### src/rtl/sync_link_pkg.sv
package sync_link_pkg;

    typedef enum logic [1:0] {
        ST_IDLE,
        ST_LOW,
        ST_HIGH,
        ST_GUARD
    } phase_e;

    typedef struct packed {
        logic brk;
        logic sht;
        logic mis;
    } report_t;

    function automatic int cnt_bits(input int n);
        return (n < 2) ? 1 : $clog2(n + 1);
    endfunction

endpackage

### src/rtl/sync_link_sync2.sv
module sync_link_sync2 #(
    parameter logic IDLE_LVL = 1'b1
) (
    input  logic clk,
    input  logic rst,
    input  logic d_i,
    output logic q_o
);
    logic [1:0] ff_q;

    always_ff @(posedge clk) begin
        if (rst) ff_q <= {2{IDLE_LVL}};
        else     ff_q <= {ff_q[0], d_i};
    end

    assign q_o = ff_q[1];
endmodule

### src/rtl/sync_link_phase.sv
module sync_link_phase #(
    parameter int DIV_W = 10
) (
    input  logic             clk,
    input  logic             rst,
    input  logic             run_i,
    input  logic [DIV_W-1:0] half_i,
    output logic             tick_o
);
    logic [DIV_W-1:0] cnt_q;

    assign tick_o = run_i && (cnt_q == half_i - 1'b1);

    always_ff @(posedge clk) begin
        if (rst || !run_i) cnt_q <= '0;
        else if (tick_o)   cnt_q <= '0;
        else               cnt_q <= cnt_q + 1'b1;
    end

    // a phase never runs past its programmed length
    assert_phase_bound_R2: assert property (@(posedge clk) disable iff (rst)
        run_i |-> (cnt_q < half_i));
endmodule

### src/rtl/sync_link_guard.sv
module sync_link_guard
    import sync_link_pkg::*;
#(
    parameter int TM_CYC = 200
) (
    input  logic clk,
    input  logic rst,
    input  logic en_i,
    output logic done_o
);
    localparam int GW = cnt_bits(TM_CYC);
    logic [GW-1:0] cnt_q;

    assign done_o = en_i && (cnt_q == GW'(TM_CYC - 1));

    always_ff @(posedge clk) begin
        if (rst || !en_i) cnt_q <= '0;
        else              cnt_q <= cnt_q + 1'b1;
    end

    // the guard window always starts from zero
    assert_guard_fresh_R8: assert property (@(posedge clk) disable iff (rst)
        $rose(en_i) |-> (cnt_q == '0));
endmodule

### src/rtl/sync_link_reader.sv
module sync_link_reader
    import sync_link_pkg::*;
#(
    parameter int WORD_W = 12,
    parameter int DIV_W  = 10,
    parameter int TM_CYC = 200
) (
    input  logic              clk,
    input  logic              rst,
    input  logic              start_i,
    input  logic              cmp_mode_i,
    input  logic [DIV_W-1:0]  half_i,
    input  logic              sdata_i,
    output logic              sclk_o,
    output logic              busy_o,
    output logic              valid_o,
    output logic [WORD_W-1:0] word_o,
    output logic              wire_break_o,
    output logic              short_o,
    output logic              mismatch_o
);
    localparam int EDGE_W    = cnt_bits(WORD_W + 1);
    localparam int LAST_EDGE = WORD_W + 1;

    phase_e            state_q;
    logic [EDGE_W-1:0] edge_q;
    logic              pass_q;
    logic              cmp_q;
    logic [DIV_W-1:0]  half_q;
    logic [WORD_W-1:0] shift_q;
    logic [WORD_W-1:0] first_q;
    logic [WORD_W-1:0] word_q;
    logic              brk_q;
    logic              sht_q;
    report_t           rep_q;
    logic              valid_q;
    logic              data_s;
    logic              tick;
    logic              guard_done;
    logic              running;

    sync_link_sync2 #(.IDLE_LVL(1'b1)) u_sync (
        .clk (clk),
        .rst (rst),
        .d_i (sdata_i),
        .q_o (data_s)
    );

    assign running = (state_q == ST_LOW) || (state_q == ST_HIGH);

    sync_link_phase #(.DIV_W(DIV_W)) u_phase (
        .clk    (clk),
        .rst    (rst),
        .run_i  (running),
        .half_i (half_q),
        .tick_o (tick)
    );

    sync_link_guard #(.TM_CYC(TM_CYC)) u_guard (
        .clk    (clk),
        .rst    (rst),
        .en_i   (state_q == ST_GUARD),
        .done_o (guard_done)
    );

    always_ff @(posedge clk) begin
        if (rst) begin
            state_q <= ST_IDLE;
            edge_q  <= '0;
            pass_q  <= 1'b0;
            cmp_q   <= 1'b0;
            half_q  <= '0;
            shift_q <= '0;
            first_q <= '0;
            word_q  <= '0;
            brk_q   <= 1'b0;
            sht_q   <= 1'b0;
            rep_q   <= '0;
            valid_q <= 1'b0;
        end else begin
            valid_q <= 1'b0;
            unique case (state_q)
                ST_IDLE: begin
                    if (start_i) begin
                        cmp_q   <= cmp_mode_i;
                        half_q  <= half_i;
                        brk_q   <= !data_s;
                        sht_q   <= 1'b0;
                        edge_q  <= '0;
                        pass_q  <= 1'b0;
                        state_q <= ST_LOW;
                    end
                end
                ST_LOW: begin
                    if (tick) begin
                        edge_q  <= edge_q + 1'b1;
                        state_q <= ST_HIGH;
                    end
                end
                ST_HIGH: begin
                    if (tick) begin
                        if (edge_q != EDGE_W'(LAST_EDGE)) begin
                            shift_q <= {shift_q[WORD_W-2:0], data_s};
                            state_q <= ST_LOW;
                        end else if (cmp_q && !pass_q) begin
                            sht_q   <= sht_q | data_s;
                            first_q <= shift_q;
                            pass_q  <= 1'b1;
                            edge_q  <= '0;
                            state_q <= ST_LOW;
                        end else begin
                            word_q    <= cmp_q ? first_q : shift_q;
                            rep_q.brk <= brk_q;
                            rep_q.sht <= sht_q | data_s;
                            rep_q.mis <= cmp_q && (first_q != shift_q);
                            valid_q   <= 1'b1;
                            state_q   <= ST_GUARD;
                        end
                    end
                end
                ST_GUARD: begin
                    if (guard_done) state_q <= ST_IDLE;
                end
                default: state_q <= ST_IDLE;
            endcase
        end
    end

    assign sclk_o       = (state_q != ST_LOW);
    assign busy_o       = (state_q != ST_IDLE);
    assign valid_o      = valid_q;
    assign word_o       = word_q;
    assign wire_break_o = rep_q.brk;
    assign short_o      = rep_q.sht;
    assign mismatch_o   = rep_q.mis;

    // the clock rests high whenever no read is in progress
    assert_idle_clk_high_R1: assert property (@(posedge clk) disable iff (rst)
        !busy_o |-> (sclk_o && !valid_o));

    // the result strobe is a single-cycle pulse
    assert_valid_single_R7: assert property (@(posedge clk) disable iff (rst)
        valid_o |=> !valid_o);

    // a single-mode read never reports a mismatch
    assert_mismatch_single_R6: assert property (@(posedge clk) disable iff (rst)
        (valid_o && !cmp_q) |-> !mismatch_o);

    // the clock stays high throughout the guard time
    assert_guard_clk_high_R8: assert property (@(posedge clk) disable iff (rst)
        (state_q == ST_GUARD) |-> (sclk_o && busy_o));

    // a request during the guard does not restart the clock
    assert_start_ignored_R9: assert property (@(posedge clk) disable iff (rst)
        (state_q == ST_GUARD && !guard_done) |=> (state_q == ST_GUARD));
endmodule

### config.mk
export PLATFORM = sky130hd
export DESIGN_NAME = sync_link_reader
export DESIGN_NICKNAME = d
export VERILOG_FILES = /design/src/rtl/sync_link_pkg.sv /design/src/rtl/sync_link_sync2.sv /design/src/rtl/sync_link_phase.sv /design/src/rtl/sync_link_guard.sv /design/src/rtl/sync_link_reader.sv
export SDC_FILE = /design/constraint.sdc
export NUM_CORES = 1
export LEC_CHECK = 0
export BUFFER_PORTS_ARGS = -buffer_cell sky130_fd_sc_hd__clkbuf_2
export CORE_ASPECT_RATIO = 0.75
export CORE_MARGIN = 5
export CORE_UTILIZATION = 35
export CTS_CLUSTER_SIZE = 14
export DETAILED_ROUTE_END_ITERATION = 8
export PLACE_DENSITY = 0.49
export SETUP_SLACK_MARGIN = 0.3
export SLEW_MARGIN = 20
export SYNTH_ARGS = -nofsm -noshare
export SYNTH_HDL_FRONTEND = slang
export SYNTH_SLANG_ARGS = --single-unit
### constraint.sdc
create_clock -name clk -period 8.1 [get_ports clk]
set_clock_uncertainty 0.2 [all_clocks]
set_input_delay 1.215 -clock clk [delete_from_list [all_inputs] [get_ports clk]]
set_output_delay 1.215 -clock clk [all_outputs]
set_load 0.02 [all_outputs]
[Word-level counts from Yosys, hierarchy flattened]
Cells that the tools add are included.
Word-level totals
  flip-flop bits (word level): 80
  input bits: 15
  output and inout port bits: 18
  word-level logic and storage cells: 88
Operators by class
  add/subtract/negate cells: 4
  equal/unequal tests: 14
  multiplexer cells: 24
  bitwise operators: 5
  reductions and logical operators: 24
Operators by type and width (number)
  4-bit two-way mux: 5
  12-bit two-way mux: 1
  2-bit two-way mux: 6
  12-bit != test: 1
  4-bit case mux with 3 select lines: 1
  4-bit AND reduction: 3
  10-bit by 1-bit adder with 10-bit output (second input constant): 1
  10-bit == test: 1
  2-bit != test (second input constant): 5
  10-bit by 1-bit subtractor with 10-bit output (second input constant): 1
  8-bit by 1-bit adder with 8-bit output (second input constant): 1
  8-bit == test (second input constant): 1
  1-bit two-way mux: 8
  2-bit case mux with 4 select lines: 1
  6-bit AND reduction: 1
  5-bit AND reduction: 1
  4-bit by 1-bit adder with 4-bit output (second input constant): 1
  2-bit == test (second input constant): 2
  1-bit logical AND: 4
  1-bit logical NOT: 4
  2-bit by 1-bit != test with 1-bit output (second input constant): 2
  4-bit != test (second input constant): 1
  1-bit inverter: 4
  1-bit case mux with 2 select lines: 2
  10 further kinds: 13

[Depth between registers and ports, before layout]
  depth in word-level cells: 6
  gate-level depth with buffers: 12
  mapped depth without buffers: 9

[Hierarchy]
From an unflattened synthesis, not the netlist that was laid out.
Second synthesis, totals
  cells, all modules: 447
  area total of the unflattened synthesis: 3860.0 um2
By module, submodules not included
  sync_link_reader: times used 1, cells an instance 298, area each 2621.3 um2, sequential area each 1201.2 um2
  sync_link_phase: times used 1, cells an instance 107, area each 848.3 um2, sequential area each 200.2 um2
  sync_link_guard: times used 1, cells an instance 38, area each 337.8 um2, sequential area each 160.2 um2
  sync_link_sync2: times used 1, cells an instance 4, area each 52.6 um2, sequential area each 40.0 um2

[Least setup slack after synthesis]
No wires, ideal clock.
  path type: register to register
  start point: reg half_q[0]
  end point: reg edge_q[3]
  arrival: 2.950 ns
  required time: 7.776 ns
  path slack: 4.826 ns
  cell stages (with the launch flop): 12
  path buffers: 2
  clock period less this slack: 3.274 ns
  path through: dfxtp_1 inv_1 ha_1 clkbuf_2 o21ba_1 a221oi_1 a41oi_1 or4_1 buf_6 or4_4 a2111oi_4 o21ai_1
On the way
  word-level cells in the longest chain between the ends: 5
  elaborated cells between the ends (all ways): 6
Ends and longest elaborated chain
  start: declaration: line sync_link_reader.sv:29  | logic [DIV_W-1:0] half_q;
  start signal: assignment: line sync_link_reader.sv:86  | half_q <= half_i;
  10-bit by 1-bit subtractor with 10-bit output *: line sync_link_phase.sv:12  | assign tick_o = run_i && (cnt_q == half_i - 1'b1);
  10-bit == test *: line sync_link_phase.sv:12
  1-bit logical AND *: line sync_link_phase.sv:12
  2-bit != test (no line)
  6-bit AND reduction (no line) *
  end signal: assignment: line sync_link_reader.sv:96  | edge_q <= edge_q + 1'b1;
  end: declaration: line sync_link_reader.sv:26  | logic [EDGE_W-1:0] edge_q;
Mark *: on every way between the ends. The rest lies on a longest branch, timed or not.
A chain may end at the register's enable or synchronous reset.

[Worst setup path after layout]
  start point: reg half_q[0]
  end point: reg first_q[10]
On the way
  word-level cells in the longest chain between the ends: 4
Ends and longest elaborated chain
  10-bit by 1-bit subtractor with 10-bit output: line sync_link_phase.sv:12
  10-bit == test: line sync_link_phase.sv:12
  1-bit logical AND: line sync_link_phase.sv:12
  4-bit AND reduction (no line)
  end signal: assignment: line sync_link_reader.sv:107  | first_q <= shift_q;
  end: declaration: line sync_link_reader.sv:31  | logic [WORD_W-1:0] first_q;
No other way between the ends.

==> impl_metrics.env <==
export IMPL_ys_warn_count=0
export IMPL_cp_slowest_cell="nor4_4"
export IMPL_mostFrequentLayoutCells="dfxtp_1, nor2_1, mux2i_1"
export IMPL_areaGrowthSynthToFinish_pct=13.92
export IMPL_crit_path_end_kind="flip-flop"
export IMPL_hold_class="flip-flop to flip-flop"
export IMPL_switching_share_pct=31.52
export IMPL_rr_startpoint="half_q[0]$_SDFFE_PP0P_"
export IMPL_pin_count=33
export IMPL_cts_resized=0
export IMPL_drv_slew=0
export IMPL_p_comb_share_pct=22.9
export IMPL_power_frac_clock_pct=36.5
export IMPL_critPathArrivalTime_ns=3.88
export IMPL_crit_chain="inv_1 > ha_1 > o21ba_1 > a221oi_1 > a41oi_1 > or4_1 > nor4_4 > mux2i_1 > nor2_1"
export IMPL_synth_top_area_share_pct=42.04
export IMPL_clock_sinks=80
export IMPL_routed_via_density=4.917
export IMPL_synth_compound_area_share_pct=11.76
export IMPL_leakage_nw=1.494
export IMPL_p_seq_share_pct=40.6
export IMPL_antenna_found_initial=0
export IMPL_synth_edf_count=0
export IMPL_dieHeight_um=100.4
export IMPL_grt_max_degree=70
export IMPL_detail_route_wl_per_cell_um=14.33
export IMPL_cts_path_max_buffers=2
export IMPL_synth_nets=440
export IMPL_r2r_end="first_q[10]$_SDFFE_PP0P_"
export IMPL_grt_pass1_wl_um=14030
export IMPL_power_switching_w=0.0003447
export IMPL_setup_viol=0
export IMPL_ant_nets=0
export IMPL_dp_hpwl_um=5761
export IMPL_drc=0
export IMPL_dp_cells=564
export IMPL_layout_commonest_cell="dfxtp_1"
export IMPL_status="finished, final reports clean"
export IMPL_irDropWorstVdd_uv=90.74
export IMPL_fmax_mhz=257.1
export IMPL_initialDrtViolationCount=184
export IMPL_die_area_um2=13090
export IMPL_r2r_setup_slack_ns=4.21
export IMPL_maxCapViolCount=0
export IMPL_rows=33
export IMPL_syn_inst=414
export IMPL_hold_path_depth=1
export IMPL_totalWireLength_um=8296
export IMPL_hold_end="u_sync.ff_q[1]$_SDFF_PP1_"
export IMPL_p_int_w=0.0007490
export IMPL_overflow=0
export IMPL_numCtsBuffers=9
export IMPL_cpPeakStageDelay_ns=1.03
export IMPL_ys_async_sr_fraction_pct=0
export IMPL_synthDistinctLibCells=54
export IMPL_clk_insertion_delay_late_ns=0.34
export IMPL_synth_area_per_cell_um2=9.203
export IMPL_cts_hold_fix_buffers=0
export IMPL_cp_start_kind="flip-flop"
export IMPL_stdcell_count=579
export IMPL_synth_flop_cell="dfxtp_1"
export IMPL_power_w=0.001094
export IMPL_synth_area_leaders="dfxtp_1, mux2i_1, nor2_1"
export IMPL_crit_type="flip-flop to flip-flop"
export IMPL_synth_seq_cells=80
export IMPL_firstDrtPassIters=4
export IMPL_synth_top_family_by_area="simple AND/OR/NAND/NOR gates"
export IMPL_syn_area_um2=3810
export IMPL_p_per_area_nw_per_um2=252.0
export IMPL_tns_ns=0
export IMPL_hold_viol_final=0
export IMPL_layout_min_cycle_time_ns=3.890
export IMPL_coreArea_um2=10780
export IMPL_worstPathRequired_ns=8.09
export IMPL_rsz0062_at_grt="no"
export IMPL_routed_via_count=2847
export IMPL_portBuffers=32
export IMPL_dieWidth_um=130.5
export IMPL_cp_max_fo=14
export IMPL_cts_tree="yes"
export IMPL_cts_root_buffer="clkbuf_16"
export IMPL_r2r_cells=9
export IMPL_yosysTopAreaCell="dfxtp_1"
export IMPL_pre_cts_slack_ns=4.168
export IMPL_synthAdderAreaFrac_pct=3.612
export IMPL_yosys_area_share_xor_xnor_pct=8.276
export IMPL_worst_pin_slew_ns=1.095
export IMPL_setup_slack_ns=4.210
export IMPL_seq_area_frac_synth_pct=42.04
export IMPL_drive_above_1_share_pct=13.90
export IMPL_synthSimpleGateAreaFrac_pct=20.59
export IMPL_grt_pass1_vias=2771
export IMPL_slew_headroom_pct=26.48
export IMPL_h_tree_depth=3
export IMPL_grtUsageTotal_pct=13.70
export IMPL_finalCritPeriodShare_pct=48.03
export IMPL_initial_core_util_pct=35.35
export IMPL_path_clk_slew_ns=0.06
export IMPL_postCtsSetupRepairBufs=0
export IMPL_min_from="u_sync.ff_q[0]$_SDFF_PP1_"
export IMPL_nNetsFinal=461
export IMPL_muxShareOfSynthArea_pct=9.721
export IMPL_diodes=0
export IMPL_routabilityCongestion=0.7715
## per-layer routing
| layer | share of wire, % | track usage [%] | wire length (um) |
|---|---|---|---|
| met1 | 55 | 20.84 | 4556 |
| met2 | 39 | 17.85 | 3213 |
| met3 | 4.9 | 4.309 | 409 |
| met4 | 1.4 | 4.901 | 117 |
| met5 | 0 | 0 | 0 |
## power groups by stage
stage / sequential, W / clock, W / combinational (W)
after floorplan: 0.000439 / 0 / 0.000203
final: 0.000444 / 0.000400 / 0.000250
after global routing: 0.000447 / 0.000428 / 0.000282
after CTS: 0.000444 / 0.000416 / 0.000251
after global placement: 0.000452 / 0 / 0.000246
after detailed placement: 0.000453 / 0 / 0.000250
## flip-flops by register name, summed over array words and instances, names as in the netlist
register       count
first_q           12
shift_q           12
word_o            12
half_q            10
u_phase.cnt_q     10
u_guard.cnt_q      8
edge_q             4
state_q            2
u_sync.ff_q        2
brk_q              1
cmp_q              1
mismatch_o         1
pass_q             1
short_o            1
sht_q              1
valid_o            1
wire_break_o       1
## per-stage QoR
step,area [um^2],hold slack (ns),util [%]
global route,4340,0.2221,40.28
detailed placement,4051,0.1944,37.59
floorplan,3810,0.1895,-
CTS,4340,0.2087,40.28
global placement,4051,0.1973,37.59
finish,4340,0.2082,40.28
## cells by family (layout without fill, tap and decap cells)
logic type                 Yosys count  in the layout
DFF                                 80             80
muxes                               37             37
xor gates and xnor gates            36             36
AOI/OAI and AO/OA                   60             60
and+or+nand+nor                    156            156
buffers and inverters               34             59
adders and majority gates           11             11
## layout make-up
type / count / area [um^2]
Multi-Input combinational cell: 300 / 2062
Sequential cell: 80 / 1602
Clock inverter: 3 / 42.54
Fill cell: 1069 / 6436
Clock buffer: 12 / 246.5
Tap cell: 140 / 175.2
Timing Repair Buffer: 34 / 175.2
Inverter: 10 / 37.54
## critical path, delay by kind of cell, from the launching register on
kind | cells | cell delay [ns]
AND/OR/NAND/NOR | 3 | 1.87
AO/OA/AOI/OAI | 3 | 0.56
flip-flops | 1 | 0.45
adder cells (fa/ha/maj) | 1 | 0.31
multiplexers | 1 | 0.27
buffers and inverters | 1 | 0.07
## worst max-delay path by stage
stage                           start                       end  slack, ns  cells after the start
4_1_cts        half_q[0]$_SDFFE_PP0P_  first_q[10]$_SDFFE_PP0P_       4.17                      9
6_report       half_q[0]$_SDFFE_PP0P_  first_q[10]$_SDFFE_PP0P_       4.21                      9
2_1_floorplan  half_q[0]$_SDFFE_PP0P_    edge_q[3]$_SDFFE_PP0P_       4.83                     11
3_5_place_dp   half_q[0]$_SDFFE_PP0P_  first_q[10]$_SDFFE_PP0P_       4.17                      9
5_1_grt        half_q[0]$_SDFFE_PP0P_   first_q[9]$_SDFFE_PP0P_       3.89                      9
3_3_place_gp   half_q[0]$_SDFFE_PP0P_   first_q[2]$_SDFFE_PP0P_       4.27                      9
## synth_stat cells, types with 2 or more instances
cell,instances
dfxtp_1,80
o31a_1,2
nand4_1,5
nand3b_1,2
a21oi_1,17
nand2b_1,6
buf_1,2
a211oi_1,16
or2_2,4
and3_1,5
or4_1,2
xor2_1,13
mux2i_1,37
nand3_1,16
clkbuf_1,14
nand2_1,27
a41oi_1,2
o2111ai_1,2
nor3_1,7
nor2_1,66
xnor2_1,23
nor2b_1,2
nor4_1,5
inv_1,10
buf_2,4
nor4_4,3
buf_6,2
o211ai_1,2
o21ai_0,3
ha_1,11
(Power assumes the default switching activity.)
